--- config.mk ---
export PLATFORM = sky130hd
export DESIGN_NAME = adc_seq_ctrl
export DESIGN_NICKNAME = d
export VERILOG_FILES = /design/src/rtl/adc_seq_pkg.sv /design/src/rtl/adc_seq_fmt.sv /design/src/rtl/adc_seq_mem.sv /design/src/rtl/adc_seq_fsm.sv /design/src/rtl/adc_seq_ctrl.sv
export SDC_FILE = /design/constraint.sdc
export NUM_CORES = 1
export LEC_CHECK = 0
export ABC_AREA = 0
export CAP_MARGIN = 5
export CORE_UTILIZATION = 40
export CTS_BUF_LIST = sky130_fd_sc_hd__clkbuf_16
export DETAILED_ROUTE_END_ITERATION = 16
export GPL_TIMING_DRIVEN = 1
export MAX_ROUTING_LAYER = met4
export SLEW_MARGIN = 20
export SYNTH_ARGS = -nofsm -noshare
export SYNTH_HDL_FRONTEND = slang
export SYNTH_SLANG_ARGS = --single-unit
--- constraint.sdc ---
create_clock -name clk -period 2.2 [get_ports clk]
set_input_delay 0.55 -clock clk [delete_from_list [all_inputs] [get_ports clk]]
set_output_delay 0.55 -clock clk [all_outputs]
set_load 0.02 [all_outputs]
--- src/rtl/adc_seq_pkg.sv ---
package adc_seq_pkg;
  localparam logic [3:0] A_PWR   = 4'd0;
  localparam logic [3:0] A_LEN   = 4'd1;
  localparam logic [3:0] A_RES   = 4'd2;
  localparam logic [3:0] A_MODE  = 4'd3;
  localparam logic [3:0] A_STAT0 = 4'd4;
  localparam logic [3:0] A_STAT1 = 4'd5;

  typedef enum logic [1:0] {S_IDLE, S_ARM, S_WAIT} seq_state_e;
endpackage

--- src/rtl/adc_seq_fmt.sv ---
module adc_seq_fmt #(
  parameter int RAW_W = 10,
  parameter int DW    = 16
) (
  input  logic [RAW_W-1:0] raw,
  input  logic             res_low,
  input  logic             right,
  input  logic             sgn,
  output logic [DW-1:0]    result
);
  localparam int LO_W = RAW_W - 2;

  logic [RAW_W-1:0] full_code;
  logic [LO_W-1:0]  short_code;

  always_comb begin
    full_code  = raw;
    full_code[RAW_W-1] = raw[RAW_W-1] ^ sgn;
    short_code = raw[RAW_W-1:2];
    short_code[LO_W-1] = raw[RAW_W-1] ^ sgn;
    if (res_low) begin
      if (!right)   result = {short_code, {(DW-LO_W){1'b0}}};
      else if (sgn) result = {{(DW-LO_W){short_code[LO_W-1]}}, short_code};
      else          result = {{(DW-LO_W){1'b0}}, short_code};
    end else begin
      if (!right)   result = {full_code, {(DW-RAW_W){1'b0}}};
      else if (sgn) result = {{(DW-RAW_W){full_code[RAW_W-1]}}, full_code};
      else          result = {{(DW-RAW_W){1'b0}}, full_code};
    end
  end

  always_comb begin
    if (!right && !res_low)
      a_left_sign_r7: assert (result[DW-1] == (raw[RAW_W-1] ^ sgn));
  end
endmodule

--- src/rtl/adc_seq_mem.sv ---
module adc_seq_mem #(
  parameter int DEPTH = 8,
  parameter int DW    = 16,
  localparam int AW   = $clog2(DEPTH)
) (
  input  logic          clk,
  input  logic          we,
  input  logic [AW-1:0] waddr,
  input  logic [DW-1:0] wdata,
  input  logic          re,
  input  logic [AW-1:0] raddr,
  output logic [DW-1:0] rdata
);
  logic [DW-1:0] mem [DEPTH];

  always_ff @(posedge clk) begin
    if (we) mem[waddr] <= wdata;
    if (re) rdata <= mem[raddr];
  end
endmodule

--- src/rtl/adc_seq_fsm.sv ---
module adc_seq_fsm
  import adc_seq_pkg::*;
#(
  parameter int NCH  = 8,
  localparam int CH_W = $clog2(NCH)
) (
  input  logic            clk,
  input  logic            rst,
  input  logic            abort,
  input  logic            go,
  input  logic            power_ok,
  input  logic            trig_en,
  input  logic            trig_edge,
  input  logic            multi,
  input  logic            cont,
  input  logic [CH_W-1:0] start_ch,
  input  logic [CH_W-1:0] last_idx,
  input  logic            conv_done,
  output logic            conv_start,
  output logic [CH_W-1:0] conv_chan,
  output logic            store,
  output logic [CH_W-1:0] slot,
  output logic            seq_end,
  output logic            armed
);
  seq_state_e      state;
  logic [CH_W-1:0] cnt;

  always_ff @(posedge clk) begin
    if (rst) begin
      state      <= S_IDLE;
      cnt        <= '0;
      conv_start <= 1'b0;
      conv_chan  <= '0;
    end else begin
      conv_start <= 1'b0;
      if (go) begin
        state <= S_ARM;
        cnt   <= '0;
      end else if (abort) begin
        state <= S_IDLE;
        cnt   <= '0;
      end else begin
        case (state)
          S_ARM: if (power_ok && (!trig_en || trig_edge)) begin
            state      <= S_WAIT;
            conv_start <= 1'b1;
            conv_chan  <= start_ch;
          end
          S_WAIT: if (conv_done) begin
            if (cnt == last_idx) begin
              cnt   <= '0;
              state <= cont ? S_ARM : S_IDLE;
            end else begin
              cnt        <= cnt + 1'b1;
              conv_start <= 1'b1;
              conv_chan  <= multi ? start_ch + cnt + 1'b1 : start_ch;
            end
          end
          default: state <= S_IDLE;
        endcase
      end
    end
  end

  assign store   = (state == S_WAIT) && conv_done && !abort && !go;
  assign slot    = cnt;
  assign seq_end = store && (cnt == last_idx);
  assign armed   = (state == S_ARM);

  p_start_pulse_r3: assert property (@(posedge clk) disable iff (rst)
    (conv_start && !conv_done) |=> !conv_start);
  p_abort_idle_r2: assert property (@(posedge clk) disable iff (rst)
    (abort && !go) |=> (!conv_start && !armed));
endmodule

--- src/rtl/adc_seq_ctrl.sv ---
module adc_seq_ctrl
  import adc_seq_pkg::*;
#(
  parameter int NCH          = 8,
  parameter int RAW_W        = 10,
  parameter int DW           = 16,
  parameter int RECOVERY_CYC = 480,
  localparam int CH_W        = $clog2(NCH),
  localparam int REC_W       = $clog2(RECOVERY_CYC + 1)
) (
  input  logic            clk,
  input  logic            rst,
  input  logic            bus_wr,
  input  logic            bus_rd,
  input  logic [3:0]      bus_addr,
  input  logic [7:0]      bus_wdata,
  output logic [DW-1:0]   bus_rdata,
  input  logic            ext_trig,
  input  logic            stop_req,
  output logic            conv_start,
  output logic [CH_W-1:0] conv_chan,
  input  logic            conv_done,
  input  logic [RAW_W-1:0] conv_data,
  output logic            irq
);
  logic            cfg_pwr, cfg_irq_en, cfg_trig_en, cfg_res8;
  logic            cfg_multi, cfg_cont, cfg_right, cfg_sgn;
  logic [CH_W-1:0] cfg_last, cfg_start;
  logic [REC_W-1:0] rec_cnt;
  logic            trig_q, trig_edge, power_ok;
  logic            go, abort, wr_cfg;
  logic            store, seq_end, armed;
  logic [CH_W-1:0] slot;
  logic [DW-1:0]   fmt_val, mem_q, reg_q;
  logic            sel_mem_q;
  logic            seq_done, trig_ovr, slot_ovr;
  logic [NCH-1:0]  slot_flags;
  logic            rd_slot;
  logic            unused_bits;

  assign unused_bits = ^{bus_wdata[7]};
  assign wr_cfg = bus_wr && (bus_addr == A_PWR || bus_addr == A_LEN ||
                             bus_addr == A_RES || bus_addr == A_MODE);
  assign go     = bus_wr && (bus_addr == A_MODE) && !stop_req;
  assign abort  = wr_cfg || stop_req;
  assign rd_slot = bus_rd && bus_addr[3];

  always_ff @(posedge clk) begin
    if (rst) begin
      {cfg_pwr, cfg_irq_en, cfg_trig_en, cfg_res8} <= '0;
      {cfg_multi, cfg_cont, cfg_right, cfg_sgn}    <= '0;
      cfg_last  <= '0;
      cfg_start <= '0;
    end else if (bus_wr) begin
      case (bus_addr)
        A_PWR:  {cfg_trig_en, cfg_irq_en, cfg_pwr} <= bus_wdata[2:0];
        A_LEN:  cfg_last <= bus_wdata[CH_W-1:0];
        A_RES:  cfg_res8 <= bus_wdata[0];
        A_MODE: begin
          cfg_start <= bus_wdata[CH_W-1:0];
          {cfg_sgn, cfg_right, cfg_cont, cfg_multi} <= bus_wdata[6:3];
        end
        default: ;
      endcase
    end
  end

  // recovery delay after power-up and after a stop request
  always_ff @(posedge clk) begin
    if (rst || !cfg_pwr || stop_req) rec_cnt <= '0;
    else if (rec_cnt != REC_W'(RECOVERY_CYC)) rec_cnt <= rec_cnt + 1'b1;
  end
  assign power_ok = cfg_pwr && !stop_req && (rec_cnt == REC_W'(RECOVERY_CYC));

  always_ff @(posedge clk) begin
    if (rst) trig_q <= 1'b0;
    else     trig_q <= ext_trig;
  end
  assign trig_edge = ext_trig && !trig_q;

  adc_seq_fsm #(.NCH(NCH)) u_fsm (
    .clk(clk), .rst(rst), .abort(abort), .go(go), .power_ok(power_ok),
    .trig_en(cfg_trig_en), .trig_edge(trig_edge), .multi(cfg_multi),
    .cont(cfg_cont), .start_ch(cfg_start), .last_idx(cfg_last),
    .conv_done(conv_done), .conv_start(conv_start), .conv_chan(conv_chan),
    .store(store), .slot(slot), .seq_end(seq_end), .armed(armed)
  );

  adc_seq_fmt #(.RAW_W(RAW_W), .DW(DW)) u_fmt (
    .raw(conv_data), .res_low(cfg_res8), .right(cfg_right), .sgn(cfg_sgn),
    .result(fmt_val)
  );

  adc_seq_mem #(.DEPTH(NCH), .DW(DW)) u_mem (
    .clk(clk), .we(store), .waddr(slot), .wdata(fmt_val),
    .re(rd_slot), .raddr(bus_addr[CH_W-1:0]), .rdata(mem_q)
  );

  // status flags: set beats clear
  always_ff @(posedge clk) begin
    if (rst) begin
      seq_done   <= 1'b0;
      trig_ovr   <= 1'b0;
      slot_ovr   <= 1'b0;
      slot_flags <= '0;
    end else begin
      if (bus_wr && bus_addr == A_STAT0) begin
        if (bus_wdata[0]) seq_done <= 1'b0;
        if (bus_wdata[1]) trig_ovr <= 1'b0;
        if (bus_wdata[2]) slot_ovr <= 1'b0;
      end
      if (rd_slot) slot_flags[bus_addr[CH_W-1:0]] <= 1'b0;
      if (store) begin
        slot_flags[slot] <= 1'b1;
        if (slot_flags[slot]) slot_ovr <= 1'b1;
      end
      if (seq_end) seq_done <= 1'b1;
      if (trig_edge && cfg_trig_en && !armed) trig_ovr <= 1'b1;
    end
  end

  always_ff @(posedge clk) begin
    if (rst) begin
      reg_q     <= '0;
      sel_mem_q <= 1'b0;
    end else if (bus_rd) begin
      sel_mem_q <= bus_addr[3];
      reg_q     <= '0;
      case (bus_addr)
        A_PWR:   reg_q[2:0] <= {cfg_trig_en, cfg_irq_en, cfg_pwr};
        A_LEN:   reg_q[CH_W-1:0] <= cfg_last;
        A_RES:   reg_q[0] <= cfg_res8;
        A_MODE:  reg_q[6:0] <= {cfg_sgn, cfg_right, cfg_cont, cfg_multi, cfg_start};
        A_STAT0: begin
          reg_q[2:0]      <= {slot_ovr, trig_ovr, seq_done};
          reg_q[4 +: CH_W] <= slot;
        end
        A_STAT1: reg_q[NCH-1:0] <= slot_flags;
        default: ;
      endcase
    end
  end

  assign bus_rdata = sel_mem_q ? mem_q : reg_q;
  assign irq       = cfg_irq_en && seq_done;

  p_no_start_unpowered_r4: assert property (@(posedge clk) disable iff (rst)
    conv_start |-> $past(power_ok));
  p_single_channel_r5: assert property (@(posedge clk) disable iff (rst)
    (conv_start && !cfg_multi) |-> (conv_chan == cfg_start));
  p_slot_flag_set_r9: assert property (@(posedge clk) disable iff (rst)
    store |=> slot_flags[$past(slot)]);
  p_irq_on_end_r10: assert property (@(posedge clk) disable iff (rst)
    (seq_end && cfg_irq_en) |=> irq);
endmodule

==> impl_metrics.json, run 1 <==
{
  "setup_tns_ns": 0,
  "synth-simple-area-share_pct": 9.12,
  "rrSetupSlack_ns": 0.22,
  "fin_cells": 960,
  "ys_seq_elements": 197,
  "crit_path_start": "sel_mem_q",
  "initial_core_util_pct": 41.2,
  "path_buf_inv": 2,
  "clock.fmax_mhz": 465,
  "cts_tree": "yes",
  "critical_path_class": "flop to output port",
  "r2r_cells": 7,
  "dr.pass1.iters": 5,
  "pre_cts_slack_ns": -0.447,
  "design_area_mm2": 0.0103,
  "arrival_ns": 1.60,
  "worst_slew_pin_slew_ns": 0.974,
  "antenna_cells": 0,
  "synth_edf_count": 144,
  "setup_viol": 0,
  "finalNetCount": 714,
  "gp_congestion": 0.835,
  "cap_violations": 0,
  "cp-end-kind": "output port",
  "dieArea_mm2": 0.0216,
  "coreArea_mm2": 0.0204,
  "r2r_end": "u_mem.mem[7][13]",
  "io_buffers": 48,
  "synth_mux_area_share_pct": 15.2,
  "clockBufferDepth": 2,
  "finalCritPeriodShare_pct": 97.8,
  "grtUsageTotal_pct": 19.4,
  "async_flop_share_pct": 0,
  "cts-root-buf": "clkbuf_16",
  "synth_top_family_by_area": "multiplexers",
  "num_io_pins": 50,
  "holdPathEnd": "reg_q[7]",
  "synth_commonest_cells": "edfxtp_1, dfxtp_1, mux4_2, a21oi_1, nor2_1",
  "grt_pass1_vias": 5225,
  "yosysWarningCount": 0,
  "worstPathRequired_ns": 1.65,
  "worstHoldPathType": "flop to flop",
  "yosys.area.top_type": "edfxtp_1",
  "drive_gt1_share_pct": 23.8,
  "crit_chain": "buf_12 > mux2_2 > dlygate4sd2_1",
  "rsz0062_at_grt": "no",
  "grt-ovfl-total": 0,
  "synthesis.area_mm2": 0.00841,
  "ys_seq_area_share_pct": 64.0,
  "area_growth_pct": 22.6,
  "ys_types": 53,
  "rows": 52,
  "clock_latency_ns": 0.43,
  "fp.dieW_um": 147,
  "drt_wl_total_mm": 19.3,
  "grt_max_degree": 31,
  "fin_util_pct": 50.5,
  "cp_slowest_stage_delay_ns": 0.36,
  "reg2reg_from": "u_fsm.state[0]",
  "hp-start": "reg_q[7]",
  "p_leak_nw": 3.73,
  "finalClockSkew_ns": 0.00983,
  "timing.hold.ws_ns": 0.478,
  "path_max_fanout": 9,
  "synth_flop_cell": "edfxtp_1",
  "path_clk_slew_ns": 0.07,
  "crit_slowest_cell": "dfxtp_2",
  "p_per_area_mw_per_mm2": 756,
  "wl_per_cell_um": 20.1,
  "antenna_found_initial": 0,
  "synthAdderAreaFrac_pct": 1.28,
  "dp.cells": 928,
  "vias": 5225,
  "yosysMostFrequentCell": "edfxtp_1",
  "drc_errors": 0,
  "drt-initial-drc-count": 501,
  "cp_top_family": "buffers and inverters",
  "htreeDepth": 4,
  "postPlaceCellArea_mm2": 0.00968,
  "cts_buffers": 17,
  "synth_xor_area_share_pct": 1.15,
  "layout_setup_ws_ns": 0.0483,
  "synth_top_area_share_pct": 51.4,
  "synthCells": 584,
  "netlist_top_cells_area": "edfxtp_1, dfxtp_1, mux4_2, mux2_2, mux2i_1",
  "vias_per_cell": 5.44,
  "ant_nets": 0,
  "post_cts_buffers": 0,
  "dieHeight_um": 147,
  "finalPower_mw": 7.79,
  "syn_area_per_cell_um2": 14.4,
  "outcome": "completed",
  "whs_path_depth": 2,
  "clock-sinks": 197,
  "synth_compound_area_share_pct": 6.44,
  "ir_drop_uv": 583,
  "finalHoldViolCount": 0,
  "syn-num-nets": 621,
  "relSlewSlack_pct": 34.4,
  "grt_pass1_wl_mm": 30.2,
  "fin_crit_ns": 2.15,
  "start_kind": "flop",
  "place_hpwl_mm": 13.0,
  "slew_viol_final": 0
}
## report_power, final
| part | leakage (nW) | internal (mW) | switching (mW) | total (mW) |
|---|---|---|---|---|
| sequential | 1.85 | 3.99 | 0.0105 | 4.00 |
| clock | 0.317 | 2.01 | 1.37 | 3.38 |
| combinational | 1.57 | 0.193 | 0.219 | 0.412 |
## final cells by class
cell class	instances	area, um^2
Sequential cell	197	5390
Fill cell	1745	10100
Clock inverter	15	214
Inverter	26	97.6
Clock buffer	17	425
Tap cell	270	338
Multi-Input combinational cell	326	2800
Timing Repair Buffer	109	1050
## sequential cells by signal, summed over array words and instances, names as in the netlist, 2 cells and up
name	flops
reg_q	8
u_fsm.conv_chan	3
rec_cnt	9
u_fsm.slot	3
cfg_last	3
cfg_start	3
u_mem.mem	128
u_mem.rdata	16
slot_flags	8
u_fsm.state	2
## repair_timing
item	in CTS	in global routing
endpoints found under the setup margin	16	68
hold buffers	0	0
resized for setup	17	5
## how the worst max path moves through the flow
stage | to | slack, ns | cells after the start
after floorplan | u_mem.mem[7][0] | 0.002 | 7
after global placement | u_mem.mem[7][11] | -0.41 | 6
after detailed placement | u_mem.mem[5][4] | -0.45 | 6
after CTS | bus_rdata[5] | 0.003 | 3
after global routing | bus_rdata[3] | 0.002 | 3
final | bus_rdata[2] | 0.05 | 3
## cell usage in the layout, fill, tap and decap left out, drive strengths merged, types with 6 or more instances in the layout
cell type and instances:
clkbuf 17, mux2 28, mux4 34, nand2 25, buf 63, and2 10, clkdlybuf4s50 30, nor2 29
nor2b 11, mux2i 20, edfxtp 144, dlygate4sd2 12, inv 31, or3 6, dfxtp 53, o21ai 20
a21oi 30, xor2 6, nand2b 10, ha 7, nand3 22
## kinds of logic after synthesis
family | Yosys count
compound gates | 83
xor+xnor | 11
fa+ha+maj | 8
buf+inv | 61
flops | 197
mux | 82
simple gates | 142
## routing by layer
metal | up-vias | track usage, % | wire, um
li1 | 2396 | - | -
met1 | 2648 | 25.9 | 8940
met2 | 163 | 30.1 | 9330
met3 | 18 | 3.45 | 880
met4 | 0 | 6.13 | 184
met5 | - | - | 0
## tightest hold or removal path: cells and delay by family (launching register included)
kind,cells,cell delay [ns]
and+or+nand+nor,1,0.06
AOI/OAI and AO/OA,1,0.06
DFF,1,0.31
Note: power is estimated with default switching activity, not from simulation.
==> run 2: changes to the inputs <==
==> constraint.sdc (replaced) <==
create_clock -name clk -period 2.4 [get_ports clk]
set_input_delay 0.48 -clock clk [delete_from_list [all_inputs] [get_ports clk]]
set_output_delay 0.48 -clock clk [all_outputs]
set_load 0.02 [all_outputs]
==> impl_metrics.json, run 2 (synthesis results as in run 1) <==
{
  "power_frac_comb_pct": 5.3,
  "area_growth_pct": 20.1,
  "setup_viol": 0,
  "critical_path_class": "flop to output port",
  "holdPathEnd": "reg_q[7]",
  "vias": 5027,
  "clock_latency_ns": 0.43,
  "cts_tree": "yes",
  "drt_wl_total_mm": 18.6,
  "r2r_cells": 7,
  "rsz0062_at_grt": "no",
  "whs_path_depth": 2,
  "wl_per_cell_um": 19.8,
  "grt_pass1_wl_mm": 28.7,
  "finalHoldViolCount": 0,
  "fp.dieW_um": 147,
  "reg2reg_from": "u_fsm.state[0]",
  "initial_core_util_pct": 41.2,
  "seq_power_share_pct": 53.0,
  "clockPowerShare_pct": 41.7,
  "htreeDepth": 4,
  "dr.pass1.iters": 5,
  "finalCritPeriodShare_pct": 97.3,
  "drt-initial-drc-count": 434,
  "finalNetCount": 695,
  "final_common_cell": "edfxtp_1",
  "reg_top3": "u_mem.mem: 128 flops, u_mem.rdata: 16 flops, rec_cnt: 9 flops",
  "clockBufferDepth": 2,
  "grt_pass1_vias": 5009,
  "design_area_mm2": 0.0101,
  "clock-sinks": 197,
  "largest_reg_flops": 128,
  "rows": 52,
  "path_max_fanout": 9,
  "clock.fmax_mhz": 428,
  "cts-root-buf": "clkbuf_16",
  "slew_viol_final": 0,
  "drive_gt1_share_pct": 21.6,
  "antenna_cells": 0,
  "cts_hold_buffers": 0,
  "num_io_pins": 50,
  "place_hpwl_mm": 12.4,
  "cts_buffers": 17,
  "post_cts_buffers": 0,
  "outcome": "completed",
  "rrSetupSlack_ns": 0.21,
  "top_register": "u_mem.mem",
  "worstHoldPathType": "flop to flop",
  "relSlewSlack_pct": 40.3,
  "ant_nets": 0,
  "vias_per_cell": 5.34,
  "switchingPower_mw": 1.52,
  "io_buffers": 48,
  "p_per_area_mw_per_mm2": 683,
  "antenna_found_initial": 0,
  "arrival_ns": 1.86,
  "finalClockSkew_ns": 0.00879,
  "cp-end-kind": "output port",
  "postPlaceCellArea_mm2": 0.00950,
  "ir_drop_uv": 447,
  "worst_slew_pin_slew_ns": 0.886,
  "coreArea_mm2": 0.0204,
  "grt-ovfl-total": 0,
  "timing.hold.ws_ns": 0.466,
  "dieHeight_um": 147,
  "worstPathRequired_ns": 1.92,
  "fin_crit_ns": 2.34,
  "cap_violations": 0,
  "r2r_end": "u_mem.mem[5][3]",
  "gp_congestion": 0.840,
  "p_leak_nw": 3.62,
  "path_clk_slew_ns": 0.07,
  "final_cell_mix": "edfxtp_1, dfxtp_1, clkdlybuf4s50_1",
  "drc_errors": 0,
  "dieArea_mm2": 0.0216,
  "fin_util_pct": 49.5,
  "switching_share_pct": 22.0,
  "hp-start": "reg_q[7]",
  "grtUsageTotal_pct": 18.5,
  "start_kind": "flop",
  "grt_max_degree": 31,
  "p_int_mw": 5.39
}
==> run 2: cell count changes in the layout (fill, tap and decap cells not counted), moves of 3 or more <==
cell,before,now
dlymetal6s2s_1,0,4
dlygate4sd2_1,12,0
clkdlybuf4s50_1,30,42
clkdlybuf4s15_1,4,0
inv_1,29,26
buf_12,11,8
bufinv_16,5,2
inv_6,1,4
buf_4,50,34
==> run 2: power by group through the flow <==
stage,Clock [mW],Sequential [mW],Combinational (mW)
5_1_grt,3.07,3.66,0.393
3_5_place_dp,0,3.74,0.368
2_1_floorplan,0,3.73,0.207
4_1_cts,2.93,3.66,0.370
3_3_place_gp,0,3.74,0.364
6_report,2.88,3.66,0.365
==> run 2: how the worst max path moves through the flow <==
stage	start	end	cells after the start
after floorplan	u_fsm.state[0]	u_mem.mem[7][0]	7
after global placement	bus_wr	u_mem.mem[7][10]	6
after detailed placement	bus_wr	u_mem.mem[5][8]	6
after CTS	sel_mem_q	bus_rdata[5]	3
after global routing	sel_mem_q	bus_rdata[3]	3
final	sel_mem_q	bus_rdata[0]	3
==> run 2: per-layer routing <==
layer	vias up	global-route usage, %	share of wire (%)
met5	-	-	0
met4	0	5.98	1.2
met3	19	3.85	5.4
met2	125	28.3	48
met1	2518	24.6	46
li1	2365	-	-
==> run 2: final cells by class <==
type / count / area, um^2
multi-input combinational: 326 / 2790
clock buffer: 17 / 425
fill: 1748 / 10300
timing repair buffer: 90 / 896
tap: 270 / 338
sequential: 197 / 5390
clock inverter: 15 / 170
inverter: 26 / 97.6
==> run 2: worst max-delay path: stages, from the launching register on <==
cell and delay (ns):
dfxtp_1 0.34, buf_4 0.19, mux2_2 0.36, clkdlybuf4s50_1 0.54
==> run 2: stage by stage <==
| step | TNS (ns) | power, mW | std cells | setup slack, ns |
|---|---|---|---|---|
| after floorplan | 0 | 3.94 | 584 | 0.202 |
| after global placement | -13.73 | 4.10 | 909 | -0.220 |
| after detailed placement | -12.82 | 4.11 | 909 | -0.231 |
| after CTS | 0 | 6.96 | 941 | 0.0155 |
| after global routing | 0 | 7.12 | 941 | 0.00555 |
| final | 0 | 6.91 | 941 | 0.0642 |
==> run 2: what timing repair did <==
action / in CTS / in global routing
resized for setup: 0 / 4
endpoints found under the setup margin: 0 / 4
endpoints found under the hold margin: 0 / 0
